`src/rtl/adc_seq_pkg.sv`:
```
package adc_seq_pkg;

   typedef enum logic [1:0] {
      SEQ_STOP    = 2'd0,
      SEQ_STANDBY = 2'd1,
      SEQ_LAUNCH  = 2'd2,
      SEQ_WAIT    = 2'd3
   } seq_state_e;

   localparam logic ADDR_CTRL  = 1'b0;
   localparam logic ADDR_GROUP = 1'b1;
   localparam int   CTRL_EN_BIT = 0;
   localparam int   CTRL_GO_BIT = 1;

   typedef struct packed {
      logic disable_ev;
      logic enable_ev;
      logic halt_ev;
      logic go_ev;
      logic group_ev;
      logic trig_ev;
   } seq_cmd_t;

endpackage

```
`src/rtl/adc_seq_regs.sv`:
```
module adc_seq_regs
   import adc_seq_pkg::*;
#(
   parameter int GROUPS  = 2,
   parameter int GRP_W   = 1,
   parameter int WDATA_W = 8
) (
   input  logic               clk,
   input  logic               rst_n,
   input  logic               reg_wr,
   input  logic               reg_addr,
   input  logic [WDATA_W-1:0] reg_wdata,
   input  logic               hw_trig,
   output logic               en_q,
   output logic [GRP_W-1:0]   grp_q,
   output seq_cmd_t           cmd
);

   logic ctrl_wr;
   logic grp_wr;
   logic unused_wdata;

   assign ctrl_wr      = reg_wr && (reg_addr == ADDR_CTRL);
   assign grp_wr       = reg_wr && (reg_addr == ADDR_GROUP);
   assign unused_wdata = ^reg_wdata;

   always_comb begin
      cmd            = '0;
      cmd.disable_ev = ctrl_wr && !reg_wdata[CTRL_EN_BIT] && en_q;
      cmd.enable_ev  = ctrl_wr &&  reg_wdata[CTRL_EN_BIT] && !en_q;
      cmd.halt_ev    = ctrl_wr &&  reg_wdata[CTRL_EN_BIT] && en_q && !reg_wdata[CTRL_GO_BIT];
      cmd.go_ev      = ctrl_wr &&  reg_wdata[CTRL_EN_BIT] && en_q &&  reg_wdata[CTRL_GO_BIT];
      cmd.group_ev   = grp_wr;
      cmd.trig_ev    = hw_trig && en_q;
   end

   always_ff @(posedge clk) begin
      if (!rst_n) begin
         en_q <= 1'b0;
      end else if (ctrl_wr) begin
         en_q <= reg_wdata[CTRL_EN_BIT];
      end
   end

   generate
      if (GROUPS > 1) begin : g_grp_reg
         always_ff @(posedge clk) begin
            if (!rst_n) begin
               grp_q <= '0;
            end else if (grp_wr) begin
               grp_q <= reg_wdata[GRP_W-1:0];
            end
         end
      end else begin : g_grp_fixed
         assign grp_q = '0;
      end
   endgenerate

endmodule

```
`src/rtl/adc_seq_fsm.sv`:
```
module adc_seq_fsm
   import adc_seq_pkg::*;
#(
   parameter int SCAN_LEN = 4,
   parameter int IDX_W    = 2
) (
   input  logic             clk,
   input  logic             rst_n,
   input  seq_cmd_t         cmd,
   input  logic             conv_done_i,
   output seq_state_e       state_q,
   output logic [IDX_W-1:0] idx_q,
   output logic             cancel_q,
   output logic             accept
);

   localparam logic [IDX_W-1:0] LAST_IDX = IDX_W'(SCAN_LEN - 1);

   seq_state_e       state_d;
   logic [IDX_W-1:0] idx_d;
   logic             cancel_d;
   logic             busy;
   logic             restart;

   assign busy    = (state_q == SEQ_LAUNCH) || (state_q == SEQ_WAIT);
   assign restart = cmd.trig_ev || cmd.go_ev || (cmd.group_ev && busy);

   always_comb begin
      state_d  = state_q;
      idx_d    = idx_q;
      cancel_d = 1'b0;
      accept   = 1'b0;
      if (cmd.disable_ev) begin
         state_d  = SEQ_STOP;
         cancel_d = busy;
      end else if (cmd.enable_ev) begin
         state_d  = SEQ_STANDBY;
      end else if (cmd.halt_ev) begin
         state_d  = SEQ_STANDBY;
         cancel_d = busy;
      end else if (restart) begin
         state_d  = SEQ_LAUNCH;
         idx_d    = '0;
         cancel_d = busy;
      end else begin
         case (state_q)
            SEQ_LAUNCH: state_d = SEQ_WAIT;
            SEQ_WAIT: begin
               if (conv_done_i) begin
                  accept  = 1'b1;
                  state_d = SEQ_LAUNCH;
                  idx_d   = (idx_q == LAST_IDX) ? '0 : idx_q + 1'b1;
               end
            end
            default: state_d = state_q;
         endcase
      end
   end

   always_ff @(posedge clk) begin
      if (!rst_n) begin
         state_q  <= SEQ_STOP;
         idx_q    <= '0;
         cancel_q <= 1'b0;
      end else begin
         state_q  <= state_d;
         idx_q    <= idx_d;
         cancel_q <= cancel_d;
      end
   end

   AST_CANCEL_AFTER_BUSY: assert property (@(posedge clk) disable iff (!rst_n)
      cancel_q |-> ($past(state_q) == SEQ_LAUNCH || $past(state_q) == SEQ_WAIT));

   AST_STOP_AFTER_DISABLE: assert property (@(posedge clk) disable iff (!rst_n)
      cmd.disable_ev |=> (state_q == SEQ_STOP));

endmodule

```
`src/rtl/adc_seq_result.sv`:
```
module adc_seq_result #(
   parameter int DATA_W = 10,
   parameter int CH_W   = 3
) (
   input  logic              clk,
   input  logic              rst_n,
   input  logic              accept,
   input  logic [CH_W-1:0]   cur_ch,
   input  logic [DATA_W-1:0] conv_data_i,
   output logic [DATA_W-1:0] result_q,
   output logic [CH_W-1:0]   result_ch_q,
   output logic              eoc_q
);

   always_ff @(posedge clk) begin
      if (!rst_n) begin
         result_q    <= '0;
         result_ch_q <= '0;
         eoc_q       <= 1'b0;
      end else begin
         eoc_q <= accept;
         if (accept) begin
            result_q    <= conv_data_i;
            result_ch_q <= cur_ch;
         end
      end
   end

   AST_EOC_SINGLE: assert property (@(posedge clk) disable iff (!rst_n)
      eoc_q |=> !eoc_q);

   AST_RESULT_HELD: assert property (@(posedge clk) disable iff (!rst_n)
      !eoc_q |-> ($stable(result_q) && $stable(result_ch_q)));

endmodule

```
`src/rtl/adc_scan_seq.sv`:
```
module adc_scan_seq
   import adc_seq_pkg::*;
#(
   parameter int SCAN_LEN = 4,
   parameter int GROUPS   = 2,
   parameter int CH_W     = 3,
   parameter int DATA_W   = 10,
   parameter int WDATA_W  = 8
) (
   input  logic               clk,
   input  logic               rst_n,
   input  logic               reg_wr,
   input  logic               reg_addr,
   input  logic [WDATA_W-1:0] reg_wdata,
   input  logic               hw_trig,
   output logic               conv_start_o,
   output logic [CH_W-1:0]    conv_ch_o,
   output logic               conv_cancel_o,
   input  logic               conv_done_i,
   input  logic [DATA_W-1:0]  conv_data_i,
   output logic [DATA_W-1:0]  result_o,
   output logic [CH_W-1:0]    result_ch_o,
   output logic               eoc_irq_o,
   output logic               enabled_o,
   output logic               running_o
);

   localparam int IDX_W = (SCAN_LEN > 1) ? $clog2(SCAN_LEN) : 1;
   localparam int GRP_W = (GROUPS > 1) ? $clog2(GROUPS) : 1;

   generate
      if (SCAN_LEN < 2 || (SCAN_LEN & (SCAN_LEN - 1)) != 0) begin : g_bad_len
         $error("SCAN_LEN must be a power of two of at least 2");
      end
      if ((GROUPS & (GROUPS - 1)) != 0) begin : g_bad_groups
         $error("GROUPS must be a power of two");
      end
      if (GROUPS * SCAN_LEN > (1 << CH_W)) begin : g_bad_chw
         $error("CH_W too narrow for GROUPS * SCAN_LEN channels");
      end
      if (WDATA_W < 2 || GRP_W > WDATA_W) begin : g_bad_wdata
         $error("WDATA_W too narrow for the register fields");
      end
   endgenerate

   seq_cmd_t         cmd;
   logic             en_q;
   logic [GRP_W-1:0] grp_q;
   seq_state_e       state_q;
   logic [IDX_W-1:0] idx_q;
   logic             cancel_q;
   logic             accept;
   logic [CH_W-1:0]  cur_ch;
   logic [CH_W-1:0]  base_ch;

   adc_seq_regs #(
      .GROUPS (GROUPS),
      .GRP_W  (GRP_W),
      .WDATA_W(WDATA_W)
   ) u_regs (
      .clk      (clk),
      .rst_n    (rst_n),
      .reg_wr   (reg_wr),
      .reg_addr (reg_addr),
      .reg_wdata(reg_wdata),
      .hw_trig  (hw_trig),
      .en_q     (en_q),
      .grp_q    (grp_q),
      .cmd      (cmd)
   );

   adc_seq_fsm #(
      .SCAN_LEN(SCAN_LEN),
      .IDX_W   (IDX_W)
   ) u_fsm (
      .clk        (clk),
      .rst_n      (rst_n),
      .cmd        (cmd),
      .conv_done_i(conv_done_i),
      .state_q    (state_q),
      .idx_q      (idx_q),
      .cancel_q   (cancel_q),
      .accept     (accept)
   );

   assign base_ch = CH_W'(int'(grp_q) * SCAN_LEN);
   assign cur_ch  = base_ch + CH_W'(idx_q);

   adc_seq_result #(
      .DATA_W(DATA_W),
      .CH_W  (CH_W)
   ) u_result (
      .clk        (clk),
      .rst_n      (rst_n),
      .accept     (accept),
      .cur_ch     (cur_ch),
      .conv_data_i(conv_data_i),
      .result_q   (result_o),
      .result_ch_q(result_ch_o),
      .eoc_q      (eoc_irq_o)
   );

   assign conv_start_o  = (state_q == SEQ_LAUNCH);
   assign conv_ch_o     = cur_ch;
   assign conv_cancel_o = cancel_q;
   assign enabled_o     = en_q;
   assign running_o     = (state_q == SEQ_LAUNCH) || (state_q == SEQ_WAIT);

   AST_NO_START_DISABLED: assert property (@(posedge clk) disable iff (!rst_n)
      !enabled_o |-> !conv_start_o);

   AST_RESTART_AT_BASE: assert property (@(posedge clk) disable iff (!rst_n)
      (conv_cancel_o && running_o) |-> (conv_start_o && conv_ch_o == base_ch));

   AST_CH_IN_GROUP: assert property (@(posedge clk) disable iff (!rst_n)
      conv_start_o |-> (int'(conv_ch_o) / SCAN_LEN == int'(grp_q)));

   AST_TRIG_STARTS: assert property (@(posedge clk) disable iff (!rst_n)
      (hw_trig && enabled_o && !reg_wr) |=> (running_o && conv_start_o));

endmodule

```
`config.mk`:
```
export PLATFORM = sky130hd
export DESIGN_NAME = adc_scan_seq
export DESIGN_NICKNAME = d
export VERILOG_FILES = /design/src/rtl/adc_seq_pkg.sv /design/src/rtl/adc_seq_regs.sv /design/src/rtl/adc_seq_fsm.sv /design/src/rtl/adc_seq_result.sv /design/src/rtl/adc_scan_seq.sv
export SDC_FILE = /design/constraint.sdc
export NUM_CORES = 1
export LEC_CHECK = 0
export BUFFER_PORTS_ARGS = -buffer_cell sky130_fd_sc_hd__buf_2
export CORE_MARGIN = 3
export CORE_UTILIZATION = 35
export DETAILED_ROUTE_END_ITERATION = 12
export SYNTH_ARGS = -nofsm -noshare
export SYNTH_HDL_FRONTEND = slang
export SYNTH_SLANG_ARGS = --single-unit
```
`constraint.sdc`:
```
create_clock -name clk -period 2.15 [get_ports clk]
set_clock_uncertainty 0.15 [all_clocks]
set_input_delay 0.3225 -clock clk [delete_from_list [all_inputs] [get_ports clk]]
set_output_delay 0.3225 -clock clk [all_outputs]
set_load 0.005 [all_outputs]
```
# Word level (Yosys, flattened, before mapping)
# Cells that the tools add are included.
[totals] reg_bits=21 inputBits=24 out_inout_bits=21 word_cells=66
[op_classes] add_sub_neg=2 n_eq_ne=5 mux=19 n_bitwise=5 n_reduce_logical=26
[op_table] cell="$mux 1" n=12
[op_table] cell="$mux 2" n=6
[op_table] cell="$logic_and 1x1->1" n=11
[op_table] cell="$eq 2x2->1 const B" n=3
[op_table] cell="$ne 5x4->1 const B" n=1
[op_table] cell="$not 1->1" n=5
[op_table] cell="$reduce_and 5->1" n=1
[op_table] cell="$reduce_bool 5->1" n=1
[op_table] cell="$pmux 2 s2" n=1
[op_table] cell="$reduce_and 2->1" n=2
[op_table] cell="$reduce_bool 2->1" n=2
[op_table] cell="$reduce_or 4->1" n=1
[op_table] cell="$add 3x2->3" n=1
[op_table] cell="$logic_not 1->1" n=3
[op_table] cell="$logic_or 1x1->1" n=3
[op_table] cell="$ne 3x2->1 const B" n=1
[op_table] cell="$reduce_bool 3->1" n=1
[op_table] cell="$add 2x1->2 const B" n=1
[op_table] cell="$reduce_or 2->1" n=1

# Depth between registers and ports, before layout
# Gate-level depths: netlist of run 1.
[depth] word_depth=11 ltp_mapped=8 depth_no_buf=5

# Modules after synthesis
# Synthesis of run 1 repeated with hierarchy kept, for this count alone.
[hier_totals] cells_unflattened=93 hier_area_um2=952.2
[modules_own_cells] module="adc_seq_result" n_inst=1 cells_per_inst=44 area_per_inst_um2=534.3 seq_area_each_um2=280.3
[modules_own_cells] module="adc_seq_fsm" n_inst=1 cells_per_inst=29 area_per_inst_um2=252.7 seq_area_each_um2=100.1
[modules_own_cells] module="adc_seq_regs" n_inst=1 cells_per_inst=17 area_per_inst_um2=140.1 seq_area_each_um2=40.0
[modules_own_cells] module="adc_scan_seq" n_inst=1 cells_per_inst=3 area_per_inst_um2=25.0 seq_area_each_um2=0.0

# Least setup slack after synthesis of run 1
# No wires, ideal clock.
[synth_timing] path_type="register to register" from="reg u_regs.en_q" to="reg u_result.result_ch_q[0]" setup_ns=0.142 arrival_time_ns=1.369 required_ns=1.858 path_slack_ns=0.489 stages_incl_launch_ff=9 path_buffers=3 synth_period_minus_slack_ns=1.661 path_cell_list="dfxtp_1 buf_2 nor2_4 o21ai_2 or3_1 buf_6 buf_8 nand2_2 a21oi_2"
[synth_via] elab_chain_len=8
[synth_rtl] element="start: declaration" line="adc_seq_regs.sv:14" text="output logic en_q,"
[synth_rtl] element="start signal: assignment" line="adc_seq_regs.sv:41" text="en_q <= reg_wdata[CTRL_EN_BIT];"
[synth_rtl] element="$logic_and 1x1->1" line="adc_seq_regs.sv:31, adc_seq_regs.sv:32"
[synth_rtl] element="$logic_and 1x1->1" line="adc_seq_regs.sv:32" text="cmd.go_ev = ctrl_wr && reg_wdata[CTRL_EN_BIT] && en_q && reg_wdata[CTRL_GO_BIT];"
[synth_rtl] element="$logic_or 1x1->1 (2 in series)" line="adc_seq_fsm.sv:26" text="assign restart = cmd.trig_ev || cmd.go_ev || (cmd.group_ev && busy);"
[synth_rtl] element="$mux 1" line="adc_seq_fsm.sv:41" text="end else if (restart) begin"
[synth_rtl] element="$mux 1" line="adc_seq_fsm.sv:38" text="end else if (cmd.halt_ev) begin"
[synth_rtl] element="$mux 1" line="adc_seq_fsm.sv:36" text="end else if (cmd.enable_ev) begin"
[synth_rtl] element="$mux 1 (*)" line="adc_seq_fsm.sv:33" text="if (cmd.disable_ev) begin"
[synth_rtl] element="end signal: assignment" line="adc_seq_result.sv:24" text="result_ch_q <= cur_ch;"
[synth_rtl] element="end: declaration" line="adc_seq_result.sv:11" text="output logic [CH_W-1:0] result_ch_q,"
# Every way passes the cells marked *; elsewhere a longest branch is shown, timed or not.
# A chain may end at the register's enable or synchronous reset.

# Worst setup path after layout of run 1
[layout_timing] from="reg u_regs.en_q" to="reg u_result.result_q[9]"
[layout_via] elab_chain_len=8
[layout_rtl] element="$logic_and 1x1->1" line="adc_seq_regs.sv:31, adc_seq_regs.sv:32"
[layout_rtl] element="$logic_and 1x1->1" line="adc_seq_regs.sv:32"
[layout_rtl] element="$logic_or 1x1->1 (2 in series)" line="adc_seq_fsm.sv:26"
[layout_rtl] element="$mux 1" line="adc_seq_fsm.sv:41"
[layout_rtl] element="$mux 1" line="adc_seq_fsm.sv:38"
[layout_rtl] element="$mux 1" line="adc_seq_fsm.sv:36"
[layout_rtl] element="$mux 1 (*)" line="adc_seq_fsm.sv:33"
[layout_rtl] element="end signal: assignment" line="adc_seq_result.sv:23" text="result_q <= conv_data_i;"
[layout_rtl] element="end: declaration" line="adc_seq_result.sv:10" text="output logic [DATA_W-1:0] result_q,"
# Marked as above.

==> results.txt, run 1 <==
----------------------------------------------------
[Detailed routing]
  Post-route DRC ... 0
  Total number of vias ... 870
  Routed wire length ... 1990 um
  Post-route antenna net violation count ... 0
  Detail-routed net length per standard cell ... 11.6 um
  Detailed-router iteration count before antenna repair ... 4
  Detailed router's first-iteration violation count ... 21
  Vias per cell ... 5.06

[Power and ir drop]
  Maximum resistive drop on vdd ... 0.000319 V
  Logic pwr share ... 0.084
  Int Power ... 486 uW
  Net switching fraction of the power ... 0.242
  Switching power ... 156 uW
  Seq pwr share ... 0.619
  Standby leakage power ... 0.505 nW
  Pwr dens ... 554 nW/um^2
  Clock Power Share ... 0.297

[Critical path]
  Startpoint types ... flip-flop
  Largest fanout on the critical path ... 15
  Stage delay of the slowest cell on the critical path ... 0.56 ns
  Number of buffers and inverters on the critical path ... 0
  Critical path required time ... 2.24 ns
  Cell breakdown of the critical path ... nand2_1, nand2_1, or3_1, nand2_1, a21oi_1
  Worst-case register-to-register setup slack ... 0.27 ns
  Critical path data arrival time ... 1.97 ns
  Crit-path slowest cell ... or3_1
  Critical setup path kind ... flip-flop to flip-flop
  Cell family with the largest share of critical-path delay ... simple AND/OR/NAND/NOR gates
  Most frequent CP cell ... nand2_1
  Critical path capture point type ... flip-flop

[GRT]
  Most crowded layer after global routing ... met2
  Wire length of the first global-routing pass ... 3360 um
  Pin count of the biggest net entering global routing ... 16
  Total GRT Usage ... 0.127
  Global-route congestion overflow total ... 0
  Grt met2 use ... 0.206
  Met1 GRT Util ... 0.158
  Via count of the first global-routing pass ... 815
  GR Util met3 ... 0.0401
  Antenna violations before repair ... 0

[Synthesis]
  Async set-or-reset flop fraction in the synthesized netlist ... 0
  Count of mapped cells out of synthesis ... 105
  Synthesized area divided by synthesized cell count ... 8.94 um^2
  EDFF count, synth ... 0
  Post-synth cell types ... 30
  List of most frequent post-synthesis cells ... 27 x nand2_1, 21 x dfxtp_1, 9 x a21oi_1, 9 x a21oi_2, 9 x nand2_2
  Register bit total from synthesis ... 21
  Top FF cell, synth ... dfxtp_1
  Synthesized net count ... 130
  Synthesized cell area ... 938 um^2
  Part of the Yosys area used for sequential elements ... 0.448
  Yosys warnings ... 0
  Cell types occupying the most area after synthesis ... dfxtp_1 45%, nand2_1 11%, a21oi_2 8.4%, nand2_2 6.0%, a21oi_1 4.8%
  Most used standard cell by instance count after synthesis ... nand2_1
  Proportion of netlist area held by the largest area contributor ... 0.448
  Most area-hungry cell type in the Yosys netlist ... dfxtp_1

[STA]
  Max-slew headroom ... 0.539
  RSZ-0062 raised after global routing ... no
  Hold Violations, Final ... 0
  Min Clock Period, post-route ... 1.88 ns
  Maximum clock rate ... 532 MHz
  Share of the cycle needed by the critical path after routing ... 0.875
  Setup TNS ... 0 ns
  Endpoints failing setup ... 0
  Worst-margin pin slew ... 0.692 ns
  Count of pins over their slew limit ... 0

[Clocking]
  Clock H-tree levels ... 1
  Clock slew at the register clock pins of the worst setup and hold paths ... 0.12 ns
  Total number of clock tree sinks ... 21
  CTS Root Buffer Type ... clkbuf_4
  Worst-Skew Late Latency ... 0.31 ns
  Num CTS Buffers ... 3
  Post-cts resize count ... 0
  CTS tree ... built
  CTS Buffer Depth ... 2
  Hold bufs inserted after CTS ... 0
  Postcts setup bufs ... 0

[Die]
  Top-level I/O count ... 45
  Width of the die ... 57.8 um
  Die height ... 57.8 um
  Die Footprint ... 3340 um^2
  Core area ... 2520 um^2
  Effective utilization at floorplan ... 0.372
  Std-Cell Rows ... 18

[Finish]
  Number of fill cells in the layout ... 270
  Area added between synthesis and finish ... 23.3%
  ANT cells ... 0
  Post-Route Utilization ... 0.459
  Number of nets in the finished design ... 168
  Fraction of final layout cells sized beyond drive strength 1 ... 0.479

[Placed design]
  Count of port buffers added during placement ... 38
  Hpwl dp ... 1490 um
  GP Congestion ... 0.806

[Worst hold path]
  Class of the most critical hold timing path ... input port to flip-flop

[Run status]
  Run status ... complete, no violations

[Job]
  # Max-Cap Violations ... 0

----------------------------------------------------
## worst reg2reg max path: cells and delay by family (launching register included)
family	cells	cell delay (ns)
flops	1	0.55
simple gates	4	0.95
compound gates	1	0.16
## power by group through the flow
stage	sequential, mW	combinational [mW]	clock [mW]
CTS	0.397	0.0540	0.201
floorplan	0.404	0.0288	0
finish	0.397	0.0537	0.191
global placement	0.406	0.0530	0
global route	0.398	0.0602	0.214
detailed placement	0.406	0.0536	0
## sequential cells by signal, indices dropped and copies added, names as in the netlist
name                  cells
u_regs.grp_q              1
u_fsm.idx_q               2
u_fsm.state_q             2
u_regs.en_q               1
u_fsm.cancel_q            1
u_result.eoc_q            1
u_result.result_q        10
u_result.result_ch_q      3
## final timing paths
path,startpoint,end,cells after the start
max,u_regs.en_q$_SDFFE_PN0N_,u_result.result_q[9]$_SDFFE_PN0P_,5
min,conv_data_i[8],u_result.result_q[8]$_SDFFE_PN0P_,3
max reg2reg,u_regs.en_q$_SDFFE_PN0N_,u_result.result_q[9]$_SDFFE_PN0P_,5
min reg2reg,u_result.result_q[0]$_SDFFE_PN0P_,u_result.result_q[0]$_SDFFE_PN0P_,2
## routing by layer
metal / vias to the layer above / wire [um]
li1: 432 / -
met1: 400 / 924
met2: 36 / 887
met3: 2 / 161
met4: 0 / 15
met5: - / 0
## layout make-up
cell class | instances | area, um^2 | area share
Timing Repair Buffer | 40 | 205 | 0.177
Clock inverter | 1 | 5.00 | 0.00432
Multi-Input combinational cell | 76 | 463 | 0.400
Sequential cell | 21 | 420 | 0.363
Clock buffer | 3 | 22.5 | 0.0195
Inverter | 1 | 3.75 | 0.00324
Tap cell | 30 | 37.5 | 0.0324
## cells in the final DEF, fill, tap and decap left out, types with 2 or more instances in the layout
master / synthesis / final
nand2_2: 9 / 9
nand3_1: 3 / 3
dfxtp_1: 21 / 21
buf_2: 2 / 38
nand4_1: 3 / 3
nand2_1: 27 / 27
clkbuf_4: 0 / 3
a21oi_2: 9 / 9
a21oi_1: 9 / 9
buf_4: 1 / 2
## stage by stage
step           hold slack [ns]  instances  instance area (um^2)  setup WS, ns  total power [mW]
5_1_grt                 0.0747        172                  1160        0.0769             0.673
3_3_place_gp             0.291        168                  1130         0.259             0.459
4_1_cts                 0.0789        172                  1160         0.270             0.652
3_5_place_dp             0.303        168                  1130         0.221             0.460
6_report                0.0876        172                  1160         0.269             0.642
2_1_floorplan            0.298        105                   938         0.489             0.433
## cells by family after synthesis
kind of cell	share of synthesized area
AO/OA/AOI/OAI	0.211
buffers and inverters	0.0587
flip-flops	0.448
adder cells (fa/ha/maj)	0.0133
AND/OR/NAND/NOR	0.269
Note: power is estimated with default switching activity, not from simulation.
==> run 2, diff against run 1 <==
--- a/config.mk
+++ b/config.mk
@@ -6,9 +6,12 @@
 export NUM_CORES = 1
 export LEC_CHECK = 0
 export BUFFER_PORTS_ARGS = -buffer_cell sky130_fd_sc_hd__buf_2
+export CELL_PAD_IN_SITES_DETAIL_PLACEMENT = 1
+export CELL_PAD_IN_SITES_GLOBAL_PLACEMENT = 1
 export CORE_MARGIN = 3
-export CORE_UTILIZATION = 35
+export CORE_UTILIZATION = 31
 export DETAILED_ROUTE_END_ITERATION = 12
+export PLACE_DENSITY_LB_ADDON = 0.1
 export SYNTH_ARGS = -nofsm -noshare
 export SYNTH_HDL_FRONTEND = slang
 export SYNTH_SLANG_ARGS = --single-unit
==> results.txt, run 2 (same netlist as run 1, synthesis figures left out) <==
----------------------------------------------------
[GRT]
  Total GRT Usage ... 0.122
  Wire length of the first global-routing pass ... 3410 um
  Antenna violations before repair ... 0
  Via count of the first global-routing pass ... 763
  Pin count of the biggest net entering global routing ... 16
  Global-route congestion overflow total ... 0

[Finish]
  Post-route design area ... 1170 um^2
  Number of fill cells in the layout ... 368
  Most used cells in the layout excluding fill and tap cells ... 38 x buf_2, 27 x nand2_1, 21 x dfxtp_1
  Most common library cell in the layout ignoring fill and taps ... buf_2
  Area added between synthesis and finish ... 24.3%
  Number of nets in the finished design ... 169
  Fraction of final layout cells sized beyond drive strength 1 ... 0.483
  Max FFs per register ... 10
  ANT cells ... 0
  Layout Cells excl Fill ... 174
  Largest registers ... u_result.result_q: 10 flops, u_result.result_ch_q: 3 flops
  Post-Route Utilization ... 0.412
  Most flops, register ... u_result.result_q

[STA]
  Crit path setup slack, layout ... 0.493 ns
  Max-slew headroom ... 0.770
  Min Clock Period, post-route ... 1.66 ns
  Share of the cycle needed by the critical path after routing ... 0.771
  RSZ-0062 raised after global routing ... no
  Hold Violations, Final ... 0
  Worst-margin pin slew ... 0.345 ns
  Endpoints failing setup ... 0
  Count of pins over their slew limit ... 0
  Setup TNS ... 0 ns
  Maximum clock rate ... 603 MHz

[Detailed routing]
  Met1 layer wirelength in the final routing ... 989 um
  Detail-routed net length per standard cell ... 12.8 um
  Met2 WL post-DR ... 1110 um
  Detailed-router iteration count before antenna repair ... 2
  Post-route antenna net violation count ... 0
  Routed wire length ... 2220 um
  Highest metal layer with signal wires ... met3
  Post-route DRC ... 0
  Detailed router's first-iteration violation count ... 13
  Total number of vias ... 841
  Vias per cell ... 4.83
  Sum of met3 wire segment lengths after detailed routing ... 126 um

[Clocking]
  Post-cts resize count ... 0
  Worst-Skew Late Latency ... 0.30 ns
  CTS tree ... built
  Postcts setup bufs ... 0
  Num CTS Buffers ... 3
  Clock slew at the register clock pins of the worst setup and hold paths ... 0.11 ns
  CTS Root Buffer Type ... clkbuf_4
  CTS Buffer Depth ... 2
  Clock H-tree levels ... 1
  Total number of clock tree sinks ... 21
  Hold bufs inserted after CTS ... 0

[Worst hold path]
  Number of stages on the worst hold path ... 3
  Hold EP ... u_result.result_q[8]$_SDFFE_PN0P_
  Class of the most critical hold timing path ... input port to flip-flop
  Startpoint of the tightest hold check path ... conv_data_i[8]

[Critical path]
  Startpoint types ... flip-flop
  Cell breakdown of the critical path ... nor2_4, o21ai_2, or3_1, buf_4, o41ai_2
  End of the worst register-to-register path ... u_fsm.idx_q[0]$_SDFFE_PN0P_
  Worst Reg2Reg Path Length in Cells ... 5
  Crit-path slowest cell ... dfxtp_1
  Critical path data arrival time ... 1.72 ns
  FF-to-FF Start ... u_regs.en_q$_SDFFE_PN0N_
  Critical path required time ... 2.21 ns
  Critical path capture point type ... flip-flop
  Critical path launch point ... u_regs.en_q$_SDFFE_PN0N_
  Largest fanout on the critical path ... 15
  Stage delay of the slowest cell on the critical path ... 0.43 ns
  Worst-case register-to-register setup slack ... 0.49 ns
  Critical setup path kind ... flip-flop to flip-flop

[Power and ir drop]
  Maximum resistive drop on vdd ... 0.000316 V
  Switching power ... 150 uW
  Net switching fraction of the power ... 0.235
  Logic pwr share ... 0.086
  Standby leakage power ... 0.509 nW
  Seq pwr share ... 0.625
  Int Power ... 486 uW
  Pwr dens ... 545 nW/um^2
  Clock Power Share ... 0.289

[Die]
  Effective utilization at floorplan ... 0.332
  Core area ... 2830 um^2
  Die height ... 61.0 um
  Std-Cell Rows ... 19
  Top-level I/O count ... 45
  Width of the die ... 61.0 um
  Die Footprint ... 3720 um^2

[Placed design]
  DP Worst Slack ... 0.417 ns
  Placement Cell Area ... 1140 um^2
  Count of port buffers added during placement ... 38
  Cell count after placement ... 170
  GP Congestion ... 0.719
  Hpwl dp ... 1730 um

[Job]
  # Max-Cap Violations ... 0

[Run status]
  Run status ... complete, no violations

----------------------------------------------------
==> run 2: per-stage QoR <==
step,hold WS (ns),total power [mW]
after floorplan,0.298,0.433
after global placement,0.289,0.460
after detailed placement,0.301,0.462
after CTS,0.0868,0.651
after global routing,0.0866,0.672
final,0.0980,0.635
==> run 2: metal layers <==
metal | global-route usage | up-vias
li1 | - | 432
met1 | 0.153 | 386
met2 | 0.213 | 23
met3 | 0.0377 | 0
met4 | 0.00929 | 0
met5 | 0 | -
==> run 2: layout make-up <==
cell class                 instances  area (um^2)  share of cell area
timing repair buffer              41          213               0.182
clock inverter                     1         5.00             0.00429
multi-input combinational         76          463               0.397
inverter                           1         3.75             0.00322
clock buffer                       3         22.5              0.0193
tap                               31         38.8              0.0333
sequential                        21          420               0.361
==> run 2: power by group through the flow <==
stage / Clock, mW / Sequential [mW] / Combinational, mW
2_1_floorplan: 0 / 0.404 / 0.0288
3_3_place_gp: 0 / 0.406 / 0.0537
3_5_place_dp: 0 / 0.406 / 0.0553
4_1_cts: 0.198 / 0.398 / 0.0555
5_1_grt: 0.214 / 0.399 / 0.0601
6_report: 0.184 / 0.397 / 0.0545
==> run 2: worst max path at each step <==
stage,depth (start not counted),slack [ns],to
after global routing,6,0.34,u_result.result_q[8]$_SDFFE_PN0P_
after global placement,6,0.45,u_fsm.idx_q[0]$_SDFFE_PN0P_
after floorplan,8,0.49,u_result.result_ch_q[0]$_SDFFE_PN0P_
after CTS,5,0.48,u_fsm.idx_q[0]$_SDFFE_PN0P_
final,5,0.49,u_fsm.idx_q[0]$_SDFFE_PN0P_
after detailed placement,6,0.42,u_fsm.idx_q[0]$_SDFFE_PN0P_
==> run 2: worst max-delay path: cells and delay by family (launching register included) <==
family          cells  cell delay (ns)
compound gates      2             0.28
buf+inv             1             0.21
flops               1             0.43
simple gates        2             0.49
==> run 3, diff against run 2 <==
==> constraint.sdc (replaced) <==
create_clock -name clk -period 1.6 [get_ports clk]
set_clock_uncertainty 0.15 [all_clocks]
set_input_delay 0.24 -clock clk [delete_from_list [all_inputs] [get_ports clk]]
set_output_delay 0.24 -clock clk [all_outputs]
set_load 0.005 [all_outputs]
==> results.txt, run 3 (same netlist as run 1, synthesis figures left out) <==
----------------------------------------------------
[STA]
  Worst hold slack across all endpoints ... 0.0208 ns
  Endpoints failing setup ... 0
  Share of the cycle needed by the critical path after routing ... 0.946
  Maximum clock rate ... 660 MHz
  Worst-margin pin slew ... 0.237 ns
  Min Clock Period, post-route ... 1.51 ns
  Setup TNS ... 0 ns
  Crit path setup slack, layout ... 0.0858 ns
  RSZ-0062 raised after global routing ... no
  Count of pins over their slew limit ... 0
  Hold Violations, Final ... 0
  Max-slew headroom ... 0.842

[Detailed routing]
  Post-route DRC ... 0
  Routed wire length ... 2480 um
  Detailed router's first-iteration violation count ... 19
  Vias per cell ... 4.92
  Post-route antenna net violation count ... 0
  Detailed-router iteration count before antenna repair ... 4
  Total number of vias ... 929
  Detail-routed net length per standard cell ... 13.1 um

[GRT]
  Most crowded layer after global routing ... met2
  Pin count of the biggest net entering global routing ... 15
  Antenna violations before repair ... 0
  Total GRT Usage ... 0.147
  Grt met2 use ... 0.257
  Via count of the first global-routing pass ... 898
  Global-route congestion overflow total ... 0
  Wire length of the first global-routing pass ... 4040 um
  GR Util met3 ... 0.0314
  Met1 GRT Util ... 0.171

[Finish]
  Most used cells in the layout excluding fill and tap cells ... 38 x buf_2, 25 x nand2_1, 20 x dfxtp_1
  Most flops, register ... u_result.result_q
  Fraction of final layout cells sized beyond drive strength 1 ... 0.500
  Most common library cell in the layout ignoring fill and taps ... buf_2
  Layout Cells excl Fill ... 189
  Area added between synthesis and finish ... 40.0%
  Post-Route Utilization ... 0.464
  Number of fill cells in the layout ... 347
  Number of nets in the finished design ... 184
  Max FFs per register ... 10
  Largest registers ... u_result.result_q: 10 flops, u_result.result_ch_q: 3 flops
  Post-route design area ... 1310 um^2
  ANT cells ... 0

[Worst hold path]
  Hold EP ... u_result.result_q[7]$_SDFFE_PN0P_
  Number of stages on the worst hold path ... 3
  Class of the most critical hold timing path ... input port to flip-flop
  Startpoint of the tightest hold check path ... conv_data_i[7]

[Critical path]
  Critical setup path kind ... flip-flop to flip-flop
  Critical path capture point type ... flip-flop
  FF-to-FF Start ... u_regs.en_q$_SDFFE_PN0N_
  Critical path required time ... 1.68 ns
  End of the worst register-to-register path ... u_fsm.idx_q[0]$_SDFFE_PN0P_
  Worst Reg2Reg Path Length in Cells ... 5
  Largest fanout on the critical path ... 7
  Startpoint types ... flip-flop
  Worst-case register-to-register setup slack ... 0.09 ns
  Critical path data arrival time ... 1.59 ns

[Placed design]
  Count of port buffers added during placement ... 38
  Placement Cell Area ... 1200 um^2
  Cell count after placement ... 177
  GP Congestion ... 0.788
  DP Worst Slack ... 0.0184 ns
  Hpwl dp ... 1870 um

[Die]
  Die height ... 61.0 um
  Top-level I/O count ... 45
  Width of the die ... 61.0 um
  Core area ... 2830 um^2
  Effective utilization at floorplan ... 0.332
  Die Footprint ... 3720 um^2
  Std-Cell Rows ... 19

[Power and ir drop]
  Pwr dens ... 683 nW/um^2
  Maximum resistive drop on vdd ... 0.000287 V
  Standby leakage power ... 0.584 nW
  Final Total Pwr ... 897 uW

[Clocking]
  Num CTS Buffers ... 3
  CTS Buffer Depth ... 2
  Clock H-tree levels ... 1
  Total number of clock tree sinks ... 21
  CTS tree ... built
  Clock slew at the register clock pins of the worst setup and hold paths ... 0.12 ns
  CTS Root Buffer Type ... clkbuf_4
  Worst-Skew Late Latency ... 0.31 ns

[Job]
  # Max-Cap Violations ... 0

[Run status]
  Run status ... complete, no violations

----------------------------------------------------
## run 3: worst max path at each step
stage,to,slack (ns),depth (start not counted),start
finish,u_fsm.idx_q[0]$_SDFFE_PN0P_,0.09,5,u_regs.en_q$_SDFFE_PN0N_
global route,u_result.result_q[3]$_SDFFE_PN0P_,0.001,7,u_regs.en_q$_SDFFE_PN0N_
CTS,u_result.result_q[3]$_SDFFE_PN0P_,0.06,7,u_regs.en_q$_SDFFE_PN0N_
detailed placement,u_result.result_q[3]$_SDFFE_PN0P_,0.02,8,reg_addr
global placement,u_fsm.idx_q[0]$_SDFFE_PN0P_,0.04,6,reg_wr
floorplan,u_result.result_ch_q[0]$_SDFFE_PN0P_,0.004,8,u_regs.en_q$_SDFFE_PN0N_
## run 3: what timing repair did
action	in CTS	in global routing
endpoints found under the setup margin	0	1
hold buffers	8	0
buffers inserted	0	0
gates resized for setup	0	1
hold endpoints to repair	8	0
## run 3: layout make-up
cell class	instances	area, um^2	share of cell area
multi-input combinational	76	473	0.360
clock inverter	1	5.00	0.00381
inverter	1	3.75	0.00286
timing repair buffer	56	349	0.266
sequential	21	422	0.321
clock buffer	3	22.5	0.0171
tap	31	38.8	0.0295
## run 3: routing by layer
layer	share of wire	wire length, um
met1	0.40	991
met2	0.55	1360
met3	0.037	92
met4	0.016	39
met5	0	0
## run 3: critical path, stage by stage, from the launching register on
cell and delay [ns]:
dfxtp_2 0.38, nand2_4 0.08, nand2_2 0.06, or3_1 0.38, buf_4 0.19, o41ai_2 0.18
## run 3: report_power, final
part	switching, mW	internal, mW	total, mW
Sequential	0.00522	0.528	0.533
Combinational	0.0478	0.0530	0.101
Clock	0.170	0.0935	0.263
